**config.mk**
```make
export PLATFORM = sky130hd
export DESIGN_NAME = host_stream_ctrl
export DESIGN_NICKNAME = d
export VERILOG_FILES = /design/src/rtl/host_stream_ctrl.sv
export SDC_FILE = /design/constraint.sdc
export NUM_CORES = 1
export LEC_CHECK = 0
export ABC_AREA = 1
export CAP_MARGIN = 10
export CORE_MARGIN = 2
export CORE_UTILIZATION = 40
export CTS_BUF_LIST = sky130_fd_sc_hd__clkbuf_4
export CTS_CLUSTER_SIZE = 12
export DETAILED_ROUTE_END_ITERATION = 6
export DONT_BUFFER_PORTS = 1
export PLACE_DENSITY = 0.63
export RECOVER_POWER = 25
export SKIP_LAST_GASP = 1
export SLEW_MARGIN = 20
export SYNTH_ARGS = -nofsm -noshare
export SYNTH_HDL_FRONTEND = slang
export SYNTH_SLANG_ARGS = --single-unit
```
**constraint.sdc**
```tcl
create_clock -name clk -period 3 [get_ports clk]
set_input_delay 0.6 -clock clk [delete_from_list [all_inputs] [get_ports clk]]
set_output_delay 0.6 -clock clk [all_outputs]
set_load 0.005 [all_outputs]
```
**src/rtl/host_stream_ctrl.sv**
```systemverilog
module host_stream_ctrl #(
  parameter int IMG_W      = 640,
  parameter int IMG_H      = 480,
  parameter int COLOR_MODE = 1
) (
  input  logic       clk,
  input  logic       rst_n,
  input  logic       rx_valid,
  input  logic [7:0] rx_data,
  output logic       tx_valid,
  output logic [7:0] tx_data,
  input  logic       tx_ready,
  output logic       stream_en,
  output logic       fifo_rd_en,
  input  logic [7:0] fifo_data,
  input  logic       fifo_empty
);

  localparam logic [7:0]  OP_QUERY  = 8'h01;
  localparam logic [7:0]  OP_GO     = 8'h11;
  localparam logic [7:0]  OP_HALT   = 8'h0F;
  localparam logic [7:0]  KIND_BYTE = (COLOR_MODE == 1) ? 8'hAA : 8'hBB;
  localparam logic [15:0] W16       = 16'(IMG_W);
  localparam logic [15:0] H16       = 16'(IMG_H);
  localparam logic [2:0]  LAST_IDX  = 3'd4;

  typedef enum logic [1:0] {S_IDLE, S_INFO, S_STREAM, S_FLUSH} state_t;

  state_t     st;
  logic [2:0] idx;
  logic       halt_pend;
  logic [7:0] info_byte;

  wire query = rx_valid && (rx_data == OP_QUERY);
  wire go    = rx_valid && (rx_data == OP_GO);
  wire halt  = rx_valid && (rx_data == OP_HALT);
  wire hs    = tx_valid && tx_ready;

  always_comb begin
    case (idx)
      3'd0:    info_byte = KIND_BYTE;
      3'd1:    info_byte = W16[15:8];
      3'd2:    info_byte = W16[7:0];
      3'd3:    info_byte = H16[15:8];
      default: info_byte = H16[7:0];
    endcase
  end

  assign tx_valid   = (st == S_INFO) || (st == S_STREAM && !fifo_empty);
  assign tx_data    = (st == S_INFO) ? info_byte : fifo_data;
  assign fifo_rd_en = (st == S_STREAM && hs) || (st == S_FLUSH && !fifo_empty);
  assign stream_en  = (st == S_STREAM) && !halt_pend;

  always_ff @(posedge clk) begin
    if (!rst_n) begin
      st        <= S_IDLE;
      idx       <= '0;
      halt_pend <= 1'b0;
    end else begin
      case (st)
        S_IDLE: begin
          idx <= '0;
          if (query)   st <= S_INFO;
          else if (go) st <= S_STREAM;
        end
        S_INFO: begin
          if (hs) begin
            if (idx == LAST_IDX) begin
              st  <= S_IDLE;
              idx <= '0;
            end else begin
              idx <= idx + 3'd1;
            end
          end
        end
        S_STREAM: begin
          if (halt_pend) begin
            if (hs) begin
              st        <= S_FLUSH;
              halt_pend <= 1'b0;
            end
          end else if (halt) begin
            if (tx_valid && !tx_ready) halt_pend <= 1'b1;
            else                       st        <= S_FLUSH;
          end
        end
        S_FLUSH: begin
          if (fifo_empty) st <= S_IDLE;
        end
        default: st <= S_IDLE;
      endcase
    end
  end

  AST_TX_HOLD: assert property (@(posedge clk) disable iff (!rst_n)
    tx_valid && !tx_ready |=> tx_valid && $stable(tx_data));
  AST_NO_EMPTY_POP: assert property (@(posedge clk) disable iff (!rst_n)
    fifo_rd_en |-> !fifo_empty);
  AST_GO_ENABLES: assert property (@(posedge clk) disable iff (!rst_n)
    (st == S_IDLE) && go |=> stream_en);
  AST_HALT_DISABLES: assert property (@(posedge clk) disable iff (!rst_n)
    stream_en && halt |=> !stream_en);
  AST_QUERY_IGNORED_STREAMING: assert property (@(posedge clk) disable iff (!rst_n)
    stream_en && query |=> stream_en);

endmodule

```
After elaboration in Yosys (flattened, before gate mapping)
Cells that the tools add are included.
{"block": "word_totals", "out_inout_bits": 11, "in_bits": 21, "reg_bits": 6, "elab_cells": 59}
{"block": "classes", "reduce_logical": 19, "mux": 19, "addsub": 1, "n_eq_ne": 17}
{"cell": "$pmux W8 S4", "count": 1}
{"cell": "$mux W2", "count": 9}
{"cell": "$ne A3 B3 Y1 const B", "count": 4}
{"cell": "$logic_and A1 B1 Y1", "count": 9}
{"cell": "$eq A8 B1 Y1 const B", "count": 1}
{"cell": "$eq A8 B4 Y1 const B", "count": 1}
{"cell": "$eq A8 B5 Y1 const B", "count": 1}
{"cell": "$mux W8", "count": 1}
{"cell": "$pmux W2 S4", "count": 1}
{"cell": "$reduce_and A7 Y1", "count": 1}
{"cell": "$eq A3 B2 Y1 const B", "count": 2}
{"cell": "$mux W3", "count": 2}
{"cell": "$pmux W3 S2", "count": 1}
{"cell": "$eq A2 B2 Y1 const B", "count": 2}
{"cell": "$mux W1", "count": 4}
{"cell": "$ne A2 B2 Y1 const B", "count": 2}
{"cell": "$add A3 B1 Y3 const B", "count": 1}
{"cell": "$eq A3 B1 Y1 const B", "count": 1}
{"cell": "$eq A3 B3 Y1 const B", "count": 1}
{"cell": "$logic_not A1 Y1", "count": 3}
{"cell": "$logic_not A3 Y1", "count": 1}
{"cell": "$eq A2 B1 Y1 const B", "count": 1}
{"cell": "$logic_not A2 Y1", "count": 1}
{"cell": "$logic_or A1 B1 Y1", "count": 2}
{"cell": "3 further kinds", "count": 3}

Logic depth before layout (Yosys ltp)
{"block": "depth", "ltp_word": 8, "ltp_mapped": 11, "ltp_nobuf": 11}

Worst setup path before layout
No wires, ideal clock.
{"block": "synth_path", "path_type": "input to output", "startpoint": "input port fifo_empty", "endpoint": "output port fifo_rd_en", "required_time_ns": 2.400, "setup_slack_ns": 1.408, "cell_stages": 3, "path_buffers": 0, "arrival_time_ns": 0.992, "path_cell_list": "inv_1 > nand3_1 > o21ai_0"}
{"block": "synth_via", "elab_chain_len": 6, "word_cells_on_any_way": 7, "classes_between": "reduce/logical: 7"}
{"item": "start: declaration", "line": "16", "source": "input logic fifo_empty"}
{"item": "$logic_not A1 Y1 *", "line": "49, 51"}
{"item": "$logic_and A1 B1 Y1", "line": "49", "source": "assign tx_valid = (st == S_INFO) || (st == S_STREAM && !fifo_empty);"}
{"item": "$logic_or A1 B1 Y1", "line": "49"}
{"item": "$logic_and A1 B1 Y1", "line": "37", "source": "wire hs = tx_valid && tx_ready;"}
{"item": "$logic_and A1 B1 Y1", "line": "51", "source": "assign fifo_rd_en = (st == S_STREAM && hs) || (st == S_FLUSH && !fifo_empty);"}
{"item": "$logic_or A1 B1 Y1 *", "line": "51"}
{"item": "end: declaration", "line": "14", "source": "output logic fifo_rd_en,"}
Mark *: on every way between the ends. The rest lies on a longest branch, timed or not.

Final worst setup path
{"block": "layout_path", "startpoint": "register st[0]", "endpoint": "output port tx_data[5]"}
{"block": "layout_via", "elab_chain_len": 2}
{"item": "start: declaration", "line": "29", "source": "state_t st;"}
{"item": "start signal: assignment", "line": "56", "source": "st <= S_IDLE;"}
{"item": "start signal: assignment", "line": "63", "source": "if (query) st <= S_INFO;"}
{"item": "start signal: assignment", "line": "64", "source": "else if (go) st <= S_STREAM;"}
{"item": "$eq A2 B1 Y1", "line": "50", "source": "assign tx_data = (st == S_INFO) ? info_byte : fifo_data;"}
{"item": "$mux W8", "line": "50"}
{"item": "end: declaration", "line": "11", "source": "output logic [7:0] tx_data,"}
Every way passes these cells.

==> parameters.txt <==
Parameter                              Value

Timing
  Pin slew with the least headroom to its limit    ~0.76 ns
  Worst max-slew margin expressed relative to the limit    between 40% and 50%
  Final period util    78.8%
  Final slew viol count    0
  Unrepaired setup endpoints after global routing    false
  Clock skew    between 0.003 and 0.004 ns
  Finish-stage setup viols    0
  Maximum achievable frequency    between 0.4 and 0.5 GHz
  Shortest clock period the worst path allows after layout    about 2.4 ns
  Fin worst setup slack    0.635 ns
  Total negative setup slack    0 ns
  Final-report hold violation count    0
  Post-Route Hold Slack    roughly 0.47 ns

Routing
  Routed len/inst    10.2 microns
  Initial detailed-routing violation count    3
  Antenna Nets Post-Route    0
  First-pass detailed-route iteration total    4
  WL final    1190 microns
  Via count    591
  Per-cell via count in the routed design    slightly above 5
  Remaining DRCs    0

Cells and area
  Fraction of layout cells with a size suffix above 1    between 10% and 20%
  Area growth, synth to finish    4.72%
  Number of nets in the finished design    between 100 and 150
  Number of antenna repair diodes    0
  Number of inserted filler cells in the final layout    about 170
  Area of all placed cells without fillers    about 640 sq um

Synthesis
  Mapped Area    609 sq um
  Number of different library cells in the post-synthesis netlist    20
  Average cell area after synthesis    between 6 and 7 sq um
  Flop and latch count out of synthesis    6
  Area fraction of the dominant cell type after synthesis    between 15 and 20%
  Yosys top cell by area    sky130_fd_sc_hd__dfxtp_1
  Area contributors post-synth    sky130_fd_sc_hd__dfxtp_1 20%, sky130_fd_sc_hd__nand2_1 12%, sky130_fd_sc_hd__ha_1 10%
  Post-synth net total    124
  Yosys warning total    0
  Post-Syn Instances    98
  Share of the yosys chip area belonging to registers    19.7%

Floorplanning
  Placeable core region    0.00147 sq mm
  X dimension of the die    about 43 microns
  Die Outline Area    0.00185 sq mm
  Initial Utilization    between 40% and 50%
  Die outline height    between 40 and 50 microns
  Std-Cell Rows    14
  Number of top-level pins    32

Placed design
  Placement-stage cell area    between 600 and 700 sq um
  GP Congestion    approximately 0.7
  Setup Slack @ Placement    1.22 ns
  DP HPWL    roughly 1000 microns
  Port bufs    0

Setup path
  Maximum fanout along the worst path    11
  Endpoint required time on the critical path    ~2.4 ns
  Startpoint Class    flop
  Type of the setup path with the least slack    flop to primary output
  CP Capture Type    primary output
  Data arrival time at the worst-slack endpoint    around 1.8 ns

Global routing
  Number of antenna violations at the first check in global routing    0
  Global router's overall resource usage    between 10 and 15%
  First-pass GRT wire length    around 1900 microns
  Remaining global-route overflow    0
  Maximum number of pins on one net before global-route repair    12
  Via count of the first global-routing pass    ~530

Power and ir drop
  Worst IR drop on VDD    0.182 mV
  Power per cell area    276 mW/mm^2
  Leakage power figure    0.000305 uW
  Final total power    about 180 uW

Clocking
  Clock buffer count from CTS    3
  Clock Latency Late Sink    between 0.2 and 0.3 ns
  Clock edge transition at the registers on the reported setup and hold paths    0.05 ns
  Maximum buffer depth of the clock tree    2
  Post-CTS sizing    0
  Total clock sinks    6
  Deepest level of the CTS H-tree    1
  Root buffer cell    sky130_fd_sc_hd__clkbuf_4
  Hold bufs inserted after CTS    0
  Setup Fix Bufs, Post-CTS    0
  CTS tree    done

Run status
  Outcome    finished, final reports clean

Min path
  Hold WC Path Type    input pin to flop

Job
  Max-cap violation count    0
## state kept, by name (all words and copies together) (netlist names)
name,flops
halt_pend,1
st,2
idx,3
## critical path, stage by stage (launching register included)
cell and delay (ns):
sky130_fd_sc_hd__dfxtp_1 0.35, sky130_fd_sc_hd__inv_1 0.09, sky130_fd_sc_hd__nor2_1 0.59, sky130_fd_sc_hd__inv_1 0.28, sky130_fd_sc_hd__nand2_1 0.12, sky130_fd_sc_hd__nand3_1 0.10
## area by class of cell
cell class | instances | area [sq um] | share of cell area, %
multi-input combinational | 74 | 412 | 64.5
inverter | 17 | 63.8 | 10.0
clock buffer | 3 | 22.5 | 3.53
tap | 16 | 20.0 | 3.14
sequential | 6 | 120 | 18.8
## cells in the final DEF (no fill, tap or decap), drive strengths merged
| master | n |
|---|---|
| o21ai | 4 |
| nand4 | 2 |
| clkbuf | 3 |
| a211oi | 2 |
| nand2 | 25 |
| nand3 | 11 |
| o21a | 1 |
| ha | 5 |
| nor2 | 16 |
| inv | 17 |
| a21oi | 7 |
| a31oi | 1 |
| dfxtp | 6 |
## routing by layer
layer / vias to the layer above / part of all wire, % / track usage (%)
met4: 0 / 3.7 / 12.7
met1: 238 / 47 / 15.3
met2: 30 / 40 / 23.3
met3: 5 / 9.2 / 3.40
li1: 318 / - / -
met5: - / 0 / 0
## cell usage after synthesis
master / count
sky130_fd_sc_hd__nor2_2: 2
sky130_fd_sc_hd__a21oi_1: 6
sky130_fd_sc_hd__buf_6: 1
sky130_fd_sc_hd__nand2_4: 2
sky130_fd_sc_hd__nand4_1: 2
sky130_fd_sc_hd__nor2_1: 14
sky130_fd_sc_hd__o21ai_1: 1
sky130_fd_sc_hd__nand3_1: 10
sky130_fd_sc_hd__nand2_2: 4
sky130_fd_sc_hd__nand2_1: 19
sky130_fd_sc_hd__ha_1: 5
sky130_fd_sc_hd__a211oi_1: 2
sky130_fd_sc_hd__inv_2: 2
sky130_fd_sc_hd__o21a_1: 1
sky130_fd_sc_hd__a21oi_4: 1
sky130_fd_sc_hd__a31oi_1: 1
sky130_fd_sc_hd__o21ai_0: 3
sky130_fd_sc_hd__inv_1: 15
sky130_fd_sc_hd__nand3_2: 1
sky130_fd_sc_hd__dfxtp_1: 6
## cell families after synthesis
| group | share of synthesized area, % |
|---|---|
| simple gates | 42.1 |
| buf+inv | 12.3 |
| compound gates | 15.6 |
| flops | 19.7 |
| fa+ha+maj | 10.3 |
## power breakdown
group | internal [uW] | leakage (uW) | switching [uW] | total, uW
clock | 45.4 | 0.0000138 | 32.1 | 77.6
combinational | 6.32 | 0.000243 | 11.3 | 17.6
sequential | 80.3 | 0.0000483 | 0.357 | 80.7
## through the flow
stage / util (%) / cells
2_1_floorplan: - / 98
3_3_place_gp: 42.0 / 113
3_5_place_dp: 42.0 / 113
4_1_cts: 43.5 / 116
5_1_grt: 43.4 / 116
6_report: 43.4 / 116
## worst paths after layout
kind | start | endpoint | slack, ns | cells past startpoint
worst min-delay path | rst_n | st[0]$_SDFFE_PN0P_ | 0.47 | 2
worst min register to register | halt_pend$_SDFFE_PN0N_ | halt_pend$_SDFFE_PN0N_ | 0.50 | 2
worst max register to register | st[0]$_SDFFE_PN0P_ | st[0]$_SDFFE_PN0P_ | 0.98 | 9
worst max-delay path | st[0]$_SDFFE_PN0P_ | tx_data[5] | 0.64 | 5
Power figures use the tool's default switching activity.
